--- config.mk ---
export PLATFORM = sky130hd
export DESIGN_NAME = bitband_bridge
export DESIGN_NICKNAME = d
export VERILOG_FILES = /design/src/rtl/bbb_pkg.sv /design/src/rtl/bbb_dpath.sv /design/src/rtl/bbb_ctrl.sv /design/src/rtl/bitband_bridge.sv
export SDC_FILE = /design/constraint.sdc
export NUM_CORES = 1
export LEC_CHECK = 0
export ABC_AREA = 1
export BUFFER_PORTS_ARGS = -buffer_cell sky130_fd_sc_hd__buf_2
export CORE_ASPECT_RATIO = 0.75
export CORE_MARGIN = 2
export CORE_UTILIZATION = 47
export CTS_BUF_LIST = sky130_fd_sc_hd__clkbuf_4
export DETAILED_ROUTE_END_ITERATION = 6
export GPL_ROUTABILITY_DRIVEN = 0
export MAX_ROUTING_LAYER = met4
export PLACE_DENSITY_LB_ADDON = 0.3
export SLEW_MARGIN = 10
export SYNTH_ARGS = -nofsm -noshare
export SYNTH_HDL_FRONTEND = slang
export SYNTH_SLANG_ARGS = --single-unit
export TNS_END_PERCENT = 1
--- constraint.sdc ---
create_clock -name clk -period 1.8 [get_ports clk]
set_input_delay 0.18 -clock clk [delete_from_list [all_inputs] [get_ports clk]]
set_output_delay 0.18 -clock clk [all_outputs]
set_load 0.02 [all_outputs]
--- src/rtl/bbb_pkg.sv ---
package bbb_pkg;
  localparam int DATA_W = 32;
  localparam int POS_W  = $clog2(DATA_W);

  localparam logic [1:0] SZ_BYTE = 2'd0;
  localparam logic [1:0] SZ_HALF = 2'd1;
  localparam logic [1:0] SZ_WORD = 2'd2;

  typedef enum logic [2:0] {
    IDLE, RD_REQ, RD_WAIT, WR_REQ, WR_WAIT, RESP
  } bbState_t;

  typedef struct packed {
    logic capReq;   // latch the upstream request
    logic capRd;    // latch the fetched real data
  } bbStrobe_t;
endpackage

--- src/rtl/bbb_dpath.sv ---
module bbb_dpath
  import bbb_pkg::*;
#(
  parameter int ADDR_W  = 32,
  parameter int NUM_WIN = 2,
  parameter int WIN_LOG2 = 25,
  parameter logic [NUM_WIN*ADDR_W-1:0] ALIAS_BASES = {32'h4200_0000, 32'h2200_0000},
  parameter logic [NUM_WIN*ADDR_W-1:0] REAL_BASES  = {32'h4000_0000, 32'h2000_0000}
) (
  input  logic              clk,
  input  logic              rstN,
  input  bbStrobe_t         strb,
  input  logic [ADDR_W-1:0] upAddr,
  input  logic [1:0]        upSize,
  input  logic              upWrite,
  input  logic [DATA_W-1:0] upWdata,
  input  logic [DATA_W-1:0] dnRspData,
  output logic              inWin,
  output logic              isWrite,
  output logic [ADDR_W-1:0] dnAddr,
  output logic [1:0]        dnSize,
  output logic [DATA_W-1:0] dnWdata,
  output logic [DATA_W-1:0] upRspData
);
  localparam int SHIFT = $clog2(DATA_W);

  logic [NUM_WIN-1:0] winHit;
  logic [ADDR_W-1:0]  baseSel [NUM_WIN];

  for (genvar w = 0; w < NUM_WIN; w++) begin : g_win
    localparam logic [ADDR_W-1:0] AB = ALIAS_BASES[w*ADDR_W +: ADDR_W];
    localparam logic [ADDR_W-1:0] RB = REAL_BASES[w*ADDR_W +: ADDR_W];
    assign winHit[w]  = (upAddr[ADDR_W-1:WIN_LOG2] == AB[ADDR_W-1:WIN_LOG2]);
    assign baseSel[w] = winHit[w] ? RB : '0;
  end

  assign inWin = |winHit;

  logic [ADDR_W-1:0] realBase, offset, realAddr;
  logic [POS_W-1:0]  selField, nextPos;

  always_comb begin
    realBase = '0;
    for (int w = 0; w < NUM_WIN; w++) realBase = realBase | baseSel[w];
    offset   = {{(ADDR_W-WIN_LOG2){1'b0}}, upAddr[WIN_LOG2-1:0]};
    realAddr = realBase | (offset >> SHIFT);
    selField = upAddr[2 +: POS_W];
    case (upSize)
      SZ_BYTE: nextPos = {realAddr[1:0], selField[2:0]};
      SZ_HALF: begin
        realAddr[0] = 1'b0;
        nextPos     = {realAddr[1], selField[3:0]};
      end
      default: begin
        realAddr[1:0] = 2'b00;
        nextPos       = selField;
      end
    endcase
  end

  logic [ADDR_W-1:0] addrQ;
  logic [1:0]        sizeQ;
  logic              writeQ, bitQ;
  logic [POS_W-1:0]  posQ;
  logic [DATA_W-1:0] rdQ;

  always_ff @(posedge clk or negedge rstN) begin
    if (!rstN) begin
      addrQ  <= '0;
      sizeQ  <= SZ_BYTE;
      writeQ <= 1'b0;
      bitQ   <= 1'b0;
      posQ   <= '0;
      rdQ    <= '0;
    end else begin
      if (strb.capReq) begin
        addrQ  <= realAddr;
        sizeQ  <= upSize;
        writeQ <= upWrite;
        bitQ   <= upWdata[0];
        posQ   <= nextPos;
      end
      if (strb.capRd) rdQ <= dnRspData;
    end
  end

  logic [DATA_W-1:0] bitMask;
  assign bitMask   = {{(DATA_W-1){1'b0}}, 1'b1} << posQ;
  assign isWrite   = writeQ;
  assign dnAddr    = addrQ;
  assign dnSize    = sizeQ;
  assign dnWdata   = bitQ ? (rdQ | bitMask) : (rdQ & ~bitMask);
  assign upRspData = writeQ ? '0 : {{(DATA_W-1){1'b0}}, rdQ[posQ]};
endmodule

--- src/rtl/bbb_ctrl.sv ---
module bbb_ctrl
  import bbb_pkg::*;
(
  input  logic      clk,
  input  logic      rstN,
  input  logic      upReqValid,
  input  logic      inWin,
  input  logic      isWrite,
  input  logic      dnReqReady,
  input  logic      dnRspValid,
  output logic      upReqReady,
  output logic      upRspValid,
  output logic      dnReqValid,
  output logic      dnWrite,
  output bbStrobe_t strb
);
  bbState_t state, stateNx;

  always_comb begin
    stateNx = state;
    case (state)
      IDLE:    if (upReqValid && inWin) stateNx = RD_REQ;
      RD_REQ:  if (dnReqReady) stateNx = RD_WAIT;
      RD_WAIT: if (dnRspValid) stateNx = isWrite ? WR_REQ : RESP;
      WR_REQ:  if (dnReqReady) stateNx = WR_WAIT;
      WR_WAIT: if (dnRspValid) stateNx = RESP;
      RESP:    stateNx = IDLE;
      default: stateNx = IDLE;
    endcase
  end

  always_ff @(posedge clk or negedge rstN) begin
    if (!rstN) state <= IDLE;
    else       state <= stateNx;
  end

  assign upReqReady  = (state == IDLE) && inWin;
  assign upRspValid  = (state == RESP);
  assign dnReqValid  = (state == RD_REQ) || (state == WR_REQ);
  assign dnWrite     = (state == WR_REQ);
  assign strb.capReq = upReqValid && upReqReady;
  assign strb.capRd  = (state == RD_WAIT) && dnRspValid;
endmodule

--- src/rtl/bitband_bridge.sv ---
module bitband_bridge
  import bbb_pkg::*;
#(
  parameter int ADDR_W   = 32,
  parameter int NUM_WIN  = 2,
  parameter int WIN_LOG2 = 25,
  parameter logic [NUM_WIN*ADDR_W-1:0] ALIAS_BASES = {32'h4200_0000, 32'h2200_0000},
  parameter logic [NUM_WIN*ADDR_W-1:0] REAL_BASES  = {32'h4000_0000, 32'h2000_0000}
) (
  input  logic              clk,
  input  logic              rstN,
  input  logic              upReqValid,
  output logic              upReqReady,
  input  logic [ADDR_W-1:0] upAddr,
  input  logic [1:0]        upSize,
  input  logic              upWrite,
  input  logic [31:0]       upWdata,
  output logic              upRspValid,
  output logic [31:0]       upRspData,
  output logic              upMiss,
  output logic              dnReqValid,
  input  logic              dnReqReady,
  output logic [ADDR_W-1:0] dnAddr,
  output logic [1:0]        dnSize,
  output logic              dnWrite,
  output logic [31:0]       dnWdata,
  input  logic              dnRspValid,
  input  logic [31:0]       dnRspData
);
  bbStrobe_t strb;
  logic      inWin, isWrite;

  bbb_ctrl u_ctrl (
    .clk(clk), .rstN(rstN), .upReqValid(upReqValid), .inWin(inWin),
    .isWrite(isWrite), .dnReqReady(dnReqReady), .dnRspValid(dnRspValid),
    .upReqReady(upReqReady), .upRspValid(upRspValid),
    .dnReqValid(dnReqValid), .dnWrite(dnWrite), .strb(strb)
  );

  bbb_dpath #(
    .ADDR_W(ADDR_W), .NUM_WIN(NUM_WIN), .WIN_LOG2(WIN_LOG2),
    .ALIAS_BASES(ALIAS_BASES), .REAL_BASES(REAL_BASES)
  ) u_dpath (
    .clk(clk), .rstN(rstN), .strb(strb), .upAddr(upAddr), .upSize(upSize),
    .upWrite(upWrite), .upWdata(upWdata), .dnRspData(dnRspData),
    .inWin(inWin), .isWrite(isWrite), .dnAddr(dnAddr), .dnSize(dnSize),
    .dnWdata(dnWdata), .upRspData(upRspData)
  );

  assign upMiss = upReqValid && !inWin;
endmodule

=== Yosys cells after proc, flatten, opt, wreduce, memory -nomap -nowiden ===
Index checks and enable logic that the tools add are counted.

* Flip-flop bits (word level): 76
* Word-level logic and storage cells: 55

* Magnitude comparators: 1
* Equality and inequality tests: 13
* Shifts and indexed selects: 1
* Mux-type cells: 16
* Bitwise gates (word level): 5
* Reductions and logical operators: 12

{| class="wikitable"
|+ Operators with widths
! cell !! number
|-
| $or 32x32->32 || 2
|-
| $and 32x32->32 || 1
|-
| $mux 32 || 1
|-
| $not 32->32 || 1
|-
| $or 32x20->32 || 1
|-
| $shl 1x5->32 const A || 1
|-
| $mux 31 || 1
|-
| $mux 30 || 1
|-
| $mux 3 || 6
|-
| $pmux 3 s5 || 1
|-
| $pmux 5 s2 || 1
|-
| $ne 2x2->1 const B || 4
|-
| $eq 7x5->1 const B || 1
|-
| $eq 7x6->1 const B || 1
|-
| $eq 3x2->1 const B || 2
|-
| $eq 3x3->1 const B || 2
|-
| $lt 5x6->1 const B || 1
|-
| $bmux 1 s5 || 1
|-
| $logic_and 1x1->1 || 5
|-
| $reduce_and 5->1 || 1
|-
| $mux 1 || 4
|-
| $reduce_or 2->1 || 2
|-
| $eq 3x1->1 const B || 1
|-
| $logic_not 3->1 || 1
|-
| 5 further kinds || 5
|}

=== Longest topological paths before layout ===
Gate-level depths: netlist of the first run.

* Word-level depth: 5
* Gate-level depth with buffers: 9

=== Modules after synthesis ===
From an unflattened synthesis of the first run, not the netlist that was laid out.

* Cells, all modules: 500
* Area total of the unflattened synthesis: 3915.0 µm²

{| class="wikitable"
|+ By module, submodules not included
! module !! times used !! cells an instance !! area each (µm²) !! sequential area each (µm²)
|-
| bbb_dpath || 1 || 454 || 3637.2 || 1576.5
|-
| bbb_ctrl || 1 || 44 || 267.8 || 75.1
|-
| bitband_bridge || 1 || 2 || 10.0 || 0.0
|}

=== Worst setup path before layout of the first run ===
Ideal clock, no wire load.

* Kind: register to output
* Start point: register u_dpath.posQ[0]
* End point: output dnWdata[22]
* Data arrival time: 1.475 ns
* Data required time: 1.620 ns
* Path slack: 0.145 ns
* Stages on the path, launching flop included: 7
* Buffers on the path: 1
* Cell sequence: dfrtp_1 > buf_4 > nor2_4 > inv_2 > nor3_2 > nand2_1 > o21ai_0

* Word-level cells in the longest chain between the ends: 4
* Elaborated cells between the ends (all ways): 5
* Those cells by class: shift: 1; mux: 1; bitwise: 3

{| class="wikitable"
|+ Ends and longest elaborated chain
! what !! RTL line !! RTL
|-
| from (decl) || bbb_dpath.sv:64 || <nowiki>logic [POS_W-1:0] posQ;</nowiki>
|-
| from (signal assigned) || bbb_dpath.sv:81 || <nowiki>posQ <= nextPos;</nowiki>
|-
| $shl 1x5->32 (*) || bbb_dpath.sv:88 || <nowiki>assign bitMask = {{(DATA_W-1){1'b0}}, 1'b1} << posQ;</nowiki>
|-
| $not 32->32 || bbb_dpath.sv:92 || <nowiki>assign dnWdata = bitQ ? (rdQ | bitMask) : (rdQ & ~bitMask);</nowiki>
|-
| $and 32x32->32 || bbb_dpath.sv:92 ||
|-
| $mux 32 (*) || bbb_dpath.sv:92 ||
|-
| to (decl) || bitband_bridge.sv:26 || <nowiki>output logic [31:0] dnWdata,</nowiki>
|}

Mark *: on every way between the ends. The rest lies on a longest branch, timed or not.

=== Worst setup path in the final report of the first run ===
* Start point: register u_dpath.posQ[0]
* End point: output dnWdata[16]

Same word-level chain as after synthesis.

==> results of run 1 <==
## flip-flops by register name, indices dropped and copies added (netlist names)
name             flops
u_dpath.posQ         5
u_dpath.dnSize       2
u_ctrl.state         3
u_dpath.bitQ         1
u_dpath.rdQ         32
u_dpath.isWrite      1
u_dpath.dnAddr      22
## how the worst min path moves through the flow
stage,slack (ps),from,depth (start not counted),end
3_5_place_dp,230,rstN,1,u_dpath.rdQ[11]$_DFFE_PN0P_
5_1_grt,20,dnReqReady,3,u_ctrl.state[0]$_DFFE_PN0P_
2_1_floorplan,-120,rstN,0,u_ctrl.state[0]$_DFFE_PN0P_
4_1_cts,20,dnRspValid,4,u_ctrl.state[2]$_DFFE_PN0P_
6_report,50,dnRspValid,4,u_ctrl.state[2]$_DFFE_PN0P_
3_3_place_gp,220,rstN,1,u_dpath.rdQ[11]$_DFFE_PN0P_
## what timing repair did
item | 4_1_cts | 5_1_grt
buffers inserted | 7 | 2
hold endpoints to repair | 84 | 0
pin swaps | 4 | 8
setup endpoints to repair | 33 | 34
hold buffers | 60 | 0
resized for setup | 25 | 38
## synth_stat cells (2+ instances only)
| cell type | n | area [um2] |
|---|---|---|
| nor2_2 | 4 | 25.0 |
| buf_4 | 46 | 345 |
| mux2_4 | 25 | 375 |
| inv_1 | 22 | 82.6 |
| nand3_1 | 24 | 120 |
| nand2_1 | 150 | 563 |
| nor2_1 | 26 | 97.6 |
| inv_2 | 5 | 18.8 |
| nand4_1 | 10 | 62.6 |
| o31ai_1 | 4 | 30.0 |
| o21ai_1 | 7 | 35.0 |
| buf_6 | 5 | 56.3 |
| buf_2 | 6 | 30.0 |
| nor2_4 | 2 | 22.5 |
| a21oi_1 | 17 | 85.1 |
| o21ai_0 | 40 | 200 |
| clkbuf_1 | 7 | 26.3 |
| or2_2 | 2 | 12.5 |
| a31oi_1 | 4 | 25.0 |
| dfrtp_1 | 66 | 1650 |
| nand3_2 | 2 | 20.0 |
| nor3_2 | 3 | 30.0 |
| nor3_1 | 2 | 10.0 |
## layer usage
metal | routed length (um) | up-vias | track usage (%) | share of wire (%)
li1 | - | 1948 | - | -
met1 | 4850 | 1862 | 33.6 | 43
met2 | 5420 | 210 | 41.3 | 48
met3 | 958 | 18 | 6.39 | 8.4
met4 | 160 | 0 | 6.70 | 1.4
met5 | 0 | - | - | 0
## area by class of cell
class	count	area (um2)	area share [%]
multi-input combinational	369	1990	34.9
sequential	66	1650	29.1
timing repair buffer	224	1610	28.3
tap	108	135	2.38
clock inverter	7	116	2.05
inverter	29	115	2.02
clock buffer	9	67.6	1.19
## critical path, delay by kind of cell (launching register included)
family	cells	cell delay [ps]
AOI/OAI and AO/OA	1	340
buffers and inverters	2	390
DFF	1	470
and+or+nand+nor	2	380
## kinds of logic after synthesis
family / after synthesis / share of synthesized area, %
mux: 25 / 9.40
other cells: 1 / 0.0939
buf+inv: 93 / 14.3
flops: 66 / 41.4
compound gates: 75 / 10.0
simple gates: 228 / 24.9
## power by group
group	internal [mW]	switching, mW	total [mW]	leakage, nW
clock network	0.703	0.563	1.27	0.0979
registers	2.00	0.490	2.49	0.810
logic	1.91	2.46	4.37	2.13
## stage by stage
step                      hold WS, ps  power (mW)
final                            45.6        8.12
after global routing             23.4        8.68
after CTS                        18.0        7.87
after detailed placement          232        6.31
after global placement            222        6.22
after floorplan                  -116        5.15
==> results.toml, run 1 <==
[die]
fp.dieW_um = 110
fp.dieArea_um2 = 9260
die_h_um = 83.8
rows = 29
floorplan.initialDensity_pct = 47.9
io_pins = 207
coreArea_um2 = 8350

[clock_network]
insertion_delay_ps = 430
clk_pin_slew_ps = 120
cts_buffers = 9
cts_sinks = 66
clock_path_buffers = 2
root_buffer = "clkbuf_4"
cts_max_level = 3
cts_tree = "done"

[setup_path]
worstPathCellList = "buf_4, nor2_4, nand3_1, o31ai_1, buf_2"
cp.required_ps = 1620
start_kind = "flop"
r2r_start = "u_ctrl.state[1]$_DFFE_PN0P_"
cp_max_fo = 7
startpoint = "u_dpath.posQ[0]$_DFFE_PN0P_"
crit_path_top_delay_cell = "dfrtp_2"
crit_arrival_ps = 2000
path_class = "flop to primary output"
rrSetupSlack_ps = 220
crit_path_end_kind = "primary output"
r2r_cells = 7
r2r_end = "u_dpath.dnAddr[0]$_DFFE_PN0P_"
slowest_delay_ps = 470
endpoint = "dnWdata[16]"

[layout]
nNetsFinal = 803
layout_commonest_cell = "nand2_1"
fillers = 668
mostFrequentLayoutCells = "nand2_1 (149), buf_2 (113), dfrtp_1 (64), dlygate4sd3_1 (60), buf_4 (43)"
fin_area_um2 = 5690
fin_util_pct = 68.2
syn2layout_area_growth_pct = 42.4
antenna_cells = 0
drive_gt1_share_pct = 34.8
finalNonFillerCells = 812

[pwr]
pwr_density_cell_nw_per_um2 = 1430
p_leak_nw = 3.04
vdd_drop_max_mv = 1.01

[timing]
fin_ws_ps = -383
clock_skew_ps = 15.7
fin_setup_tns_ps = -6770
setup_viol = 32
finalHoldViolCount = 0
fin_crit_sh_pct = 121
worst_slew_pin_slew_ps = 652
maxSlewHeadroom_pct = 56.6
max_freq_mhz = 458
drv_slew = 0
rsz0062_at_grt = "true"
period_needed_ps = 2180

[grt]
grt_pass1_vias = 3916
antenna_found_initial = 0
grt_pass1_wl_mm = 18.9
grt_usage_pct = 26.0
grt_max_degree = 40
grt-ovfl-total = 0

[flow_run]
maxCapViolCount = 0

[detailed_routing]
vias_per_cell = 4.97
antenna_left = 0
wire_per_inst_um = 14.0
drc = 0
via_count = 4038
drtIter0Drc = 246
dr.pass1.iters = 5
drt-total-wl_mm = 11.4

[place]
hpwl_mm = 7.71
placedInstanceArea_um2 = 4690
dpl.cell_count = 727
port_buffers = 132
place_worst_setup_slack_ps = -0.0441

[synthesis]
ys_seq_area_share_pct = 41.4
netlist_area_um2 = 3990
yosysUniqueCellTypes = 32
async_flop_share_pct = 100
synth-edff-count = 0
synth-main-ff-cell = "dfrtp_1"
ys_ff_latch = 66
syn_area_per_cell_um2 = 8.18
netlist_instances = 488
synth_warnings = 0

[min_path]
hp-class = "primary input to flop"

[run_status]
outcome = "finished with violations"
violations = "setup timing"
Power figures use the tool's default switching activity.
==> run 2, diff against run 1 <==
Clock period 1.8 ns to 2.1 ns, I/O delays scaled along.
==> results.toml, run 2 (same netlist as run 1, synthesis figures left out) <==
[run_status]
outcome = "finished with violations"
violations = "DRC, setup timing"

[die]
io_pins = 207
floorplan.initialDensity_pct = 47.9
fp.dieArea_um2 = 9260
rows = 29
fp.dieW_um = 110
die_h_um = 83.8
coreArea_um2 = 8350

[clock_network]
cts_sinks = 66
insertion_delay_ps = 430
clock_path_buffers = 2
cts_max_level = 3
clk_pin_slew_ps = 120
cts_buffers = 9
root_buffer = "clkbuf_4"
cts_tree = "done"

[timing]
rsz0062_at_grt = "true"
maxSlewHeadroom_pct = 60.7
period_needed_ps = 2200
finalHoldViolCount = 0
holdWs_ps = 21.7
worst_slew_pin_slew_ps = 589
drv_slew = 0
fin_ws_ps = -102
setup_viol = 7
clock_skew_ps = 13.3
fin_crit_sh_pct = 105
max_freq_mhz = 454

[layout]
nNetsFinal = 784
multi_input_area_um2 = 1970
mostFrequentLayoutCells = "nand2_1 (150), buf_2 (119), dfrtp_1 (63), dlygate4sd3_1 (50), conb_1 (41)"
drive_gt1_share_pct = 33.6
fillers = 736
regArea_um2 = 1660
layout_commonest_cell = "nand2_1"
syn2layout_area_growth_pct = 34.5
largest_register_ffs = 32
top_register = "u_dpath.rdQ"
fin_util_pct = 64.3
antenna_cells = 0
finalNonFillerCells = 793

[setup_path]
cp_top_family = "flip-flops"
critPathMostFrequentCell = "buf_4"
cp.required_ps = 1890
path_buf_inv = 3
r2r_start = "u_ctrl.state[1]$_DFFE_PN0P_"
slowest_delay_ps = 470
crit_arrival_ps = 1990
rrSetupSlack_ps = 480
cp_max_fo = 6
r2r_end = "u_dpath.dnAddr[0]$_DFFE_PN0P_"
start_kind = "flop"
r2r_cells = 7
worstPathCellList = "buf_4, nor2_4, inv_2, nor3_4, a21oi_1, a31oi_1, buf_4"
crit_path_top_delay_cell = "dfrtp_2"
crit_path_end_kind = "primary output"
path_class = "flop to primary output"

[detailed_routing]
via_count = 3893
vias_per_cell = 4.91
drc = 1
drtIter0Drc = 238
antenna_left = 0
wire_per_inst_um = 14.1
drt-total-wl_mm = 11.2
dr.pass1.iters = 7

[grt]
antenna_found_initial = 0
grt-ovfl-total = 0
grt_usage_pct = 25.7
grt_max_degree = 40
grt_pass1_vias = 3795
grt_pass1_wl_mm = 18.6

[min_path]
hold_end = "u_dpath.rdQ[28]$_DFFE_PN0P_"
hold_depth = 3
hp-class = "primary input to flop"
hp-start = "dnRspData[28]"

[pwr]
vdd_drop_max_mv = 0.732
pwr_density_cell_nw_per_um2 = 1190
p_leak_nw = 2.89

[place]
hpwl_mm = 7.62
port_buffers = 132
dpl.cell_count = 717

[flow_run]
maxCapViolCount = 0
==> run 2: tightest hold or removal path: cells and delay by family <==
kind	cells	cell delay (ps)
AO/OA/AOI/OAI	1	100
buffers and inverters	1	70
AND/OR/NAND/NOR	1	30
==> run 2: repair_timing <==
action                                  4_1_cts  5_1_grt
hold buffers                                 47        3
gates resized for setup                      19       19
endpoints found under the setup margin       33       33
endpoints found under the hold margin        70        3
pin swaps                                     2        0
buffers inserted                              8        2
==> run 2: per-layer routing <==
| metal | track usage [%] | vias up | part of all wire [%] |
|---|---|---|---|
| li1 | - | 1899 | - |
| met1 | 33.4 | 1783 | 44 |
| met2 | 40.8 | 194 | 47 |
| met3 | 6.17 | 17 | 7.4 |
| met4 | 6.70 | 0 | 1.3 |
| met5 | - | - | 0 |
==> run 2: worst max-delay path by stage <==
stage	from	endpoint	depth (start not counted)
6_report	u_dpath.posQ[1]$_DFFE_PN0P_	dnWdata[29]	7
5_1_grt	u_dpath.posQ[1]$_DFFE_PN0P_	upRspData[0]	10
4_1_cts	u_dpath.posQ[1]$_DFFE_PN0P_	dnWdata[0]	4
3_5_place_dp	u_dpath.posQ[0]$_DFFE_PN0P_	dnWdata[5]	7
3_3_place_gp	u_dpath.posQ[0]$_DFFE_PN0P_	dnWdata[5]	7
2_1_floorplan	u_dpath.posQ[0]$_DFFE_PN0P_	dnWdata[22]	6
==> run 2: area by class of cell <==
| class | count | area share [%] |
|---|---|---|
| clock buffer | 9 | 1.26 |
| clock inverter | 7 | 0.862 |
| inverter | 29 | 2.17 |
| multi-input combinational | 369 | 36.6 |
| sequential | 66 | 30.8 |
| tap | 108 | 2.52 |
| timing repair buffer | 205 | 25.7 |
==> run 2: stage by stage <==
stage / power, mW / worst slack (ps) / instance area (um2) / TNS, ps
floorplan: 4.41 / 415 / 4140 / 0
global placement: 5.25 / 156 / 4590 / 0
detailed placement: 5.31 / 133 / 4590 / 0
CTS: 6.28 / -93.9 / 5280 / -433
global route: 6.84 / -188 / 5370 / -2260
finish: 6.39 / -102 / 5370 / -430
==> run 2: where the power goes <==
group	internal, mW	leakage, nW	switching [mW]
Clock	0.237	0.0577	0.497
Sequential	1.71	0.809	0.408
Combinational	1.49	2.03	2.04
Total	3.45	2.89	2.95
==> run 3, diff against run 2 <==
==> constraint.sdc (replaced) <==
create_clock -name clk -period 2.1 [get_ports clk]
set_input_delay 0.21 -clock clk [delete_from_list [all_inputs] [get_ports clk]]
set_output_delay 0.21 -clock clk [all_outputs]
set_load 0.005 [all_outputs]
==> results.toml, run 3 (same netlist as run 1, synthesis figures left out) <==
[pwr]
p_clk_share_pct = 16.6
vdd_drop_max_mv = 0.584
switching_share_pct = 40.0
p_leak_nw = 2.93
combinationalPowerShare_pct = 48.1
p_int_mw = 3.63
power_frac_seq_pct = 35.2
pwr_density_cell_nw_per_um2 = 1110
power_switching_mw = 2.42

[timing]
rsz0062_at_grt = "true"
fin_ws_ps = -62.5
fin_crit_sh_pct = 103
clock_skew_ps = 16.0
drv_slew = 0
fin_setup_tns_ps = -164
max_freq_mhz = 462
setup_viol = 5
period_needed_ps = 2160
finalHoldViolCount = 0

[setup_path]
crit_path_end_kind = "primary output"
r2r_cells = 7
rrSetupSlack_ps = 480
r2r_end = "u_dpath.posQ[1]$_DFFE_PN0P_"
path_class = "flop to primary output"
r2r_start = "u_ctrl.state[1]$_DFFE_PN0P_"
endpoint = "upRspData[0]"
startpoint = "u_dpath.posQ[0]$_DFFE_PN0P_"
cp_max_fo = 8
crit_arrival_ps = 1950
cp.required_ps = 1890
start_kind = "flop"

[grt]
grt_usage_pct = 25.7
grt_pass1_wl_mm = 18.5
grt-ovfl-total = 0
grt_pass1_vias = 3812
antenna_found_initial = 0
grt_max_degree = 67

[clock_network]
clock_path_buffers = 2
clk_pin_slew_ps = 120
insertion_delay_ps = 440
root_buffer = "clkbuf_4"
cts_max_level = 3
cts_sinks = 66
cts_tree = "done"
cts_buffers = 9

[layout]
finalNonFillerCells = 797
fin_area_um2 = 5450
regArea_um2 = 1660
drive_gt1_share_pct = 33.1
fillers = 700
nNetsFinal = 788
syn2layout_area_growth_pct = 36.4
multi_input_area_um2 = 1960
layout_commonest_cell = "nand2_1"
top_register = "u_dpath.rdQ"
largest_register_ffs = 32
mostFrequentLayoutCells = "nand2_1 (148), buf_2 (132), dfrtp_1 (63), dlygate4sd3_1 (57), conb_1 (41)"
antenna_cells = 0

[die]
coreArea_um2 = 8350
fp.dieArea_um2 = 9260
rows = 29
floorplan.initialDensity_pct = 47.9
die_h_um = 83.8
fp.dieW_um = 110
io_pins = 207

[min_path]
hp-class = "primary input to flop"
hold_depth = 2

[place]
placedInstanceArea_um2 = 4600
place_worst_setup_slack_ps = 179
port_buffers = 132
hpwl_mm = 7.31
dpl.cell_count = 716

[flow_run]
maxCapViolCount = 0

[detailed_routing]
drt-total-wl_mm = 11.2
via_count = 3888
antenna_left = 0
wire_per_inst_um = 14.1
drtIter0Drc = 279
drc = 0
vias_per_cell = 4.88
dr.pass1.iters = 4

[run_status]
violations = "setup timing"
outcome = "finished with violations"
[run 3: timing repair]
item | CTS | global route
hold endpoints to repair | 121 | 2
endpoints found under the setup margin | 29 | 29
hold buffers | 55 | 2
resized for setup | 14 | 15
pin swaps | 2 | 0
setup buffers | 8 | 0
[run 3: layer usage]
metal | vias to the layer above | global-route usage, % | wire length, um | part of all wire, %
met1 | 1759 | 32.8 | 4770 | 43
met5 | - | - | 0 | 0
li1 | 1912 | - | - | -
met4 | 0 | 8.52 | 201 | 1.8
met2 | 192 | 40.1 | 5270 | 47
met3 | 25 | 6.97 | 968 | 8.6
[run 3: worst min-delay path by stage]
stage | start | endpoint | slack, ps
6_report | dnRspData[10] | u_dpath.rdQ[10]$_DFFE_PN0P_ | 30
5_1_grt | dnRspData[10] | u_dpath.rdQ[10]$_DFFE_PN0P_ | 9
4_1_cts | dnRspData[16] | u_dpath.rdQ[16]$_DFFE_PN0P_ | 0.2
3_5_place_dp | rstN | u_dpath.rdQ[11]$_DFFE_PN0P_ | 250
3_3_place_gp | rstN | u_dpath.rdQ[11]$_DFFE_PN0P_ | 250
2_1_floorplan | rstN | u_ctrl.state[0]$_DFFE_PN0P_ | -90
[run 3: power groups by stage]
stage / logic (mW) / clock network, mW / registers, mW
after floorplan: 1.87 / 0 / 1.99
after global placement: 2.58 / 0 / 2.13
after detailed placement: 2.63 / 0 / 2.13
after CTS: 2.83 / 1.03 / 2.11
after global routing: 3.23 / 1.09 / 2.19
final: 2.91 / 1.01 / 2.13
[run 3: layout make-up]
type	count	area share, %
multi-input cells	369	36.1
flip-flops and latches	66	30.4
repair buffers	209	25.9
well taps	108	2.48
inverters	29	2.16
clock inverters	6	1.68
clock buffers	10	1.38
[run 3: worst max-delay path, cell delays in order, from the launching register on]
cell	delay, ps
dfrtp_2	490
buf_6	160
nor2_4	170
nand2_1	90
nand4_1	110
nand3_1	80
nand3_1	70
nand2_1	80
nor2_2	120
buf_2	120
[run 3: stage by stage]
stage	hold WS [ps]	power, mW	util, %
after detailed placement	253	4.76	55.1
final	26.0	6.05	65.3
after floorplan	-85.6	3.86	-
after global routing	8.58	6.51	65.3
after global placement	251	4.70	55.1
after CTS	0.168	5.98	64.7
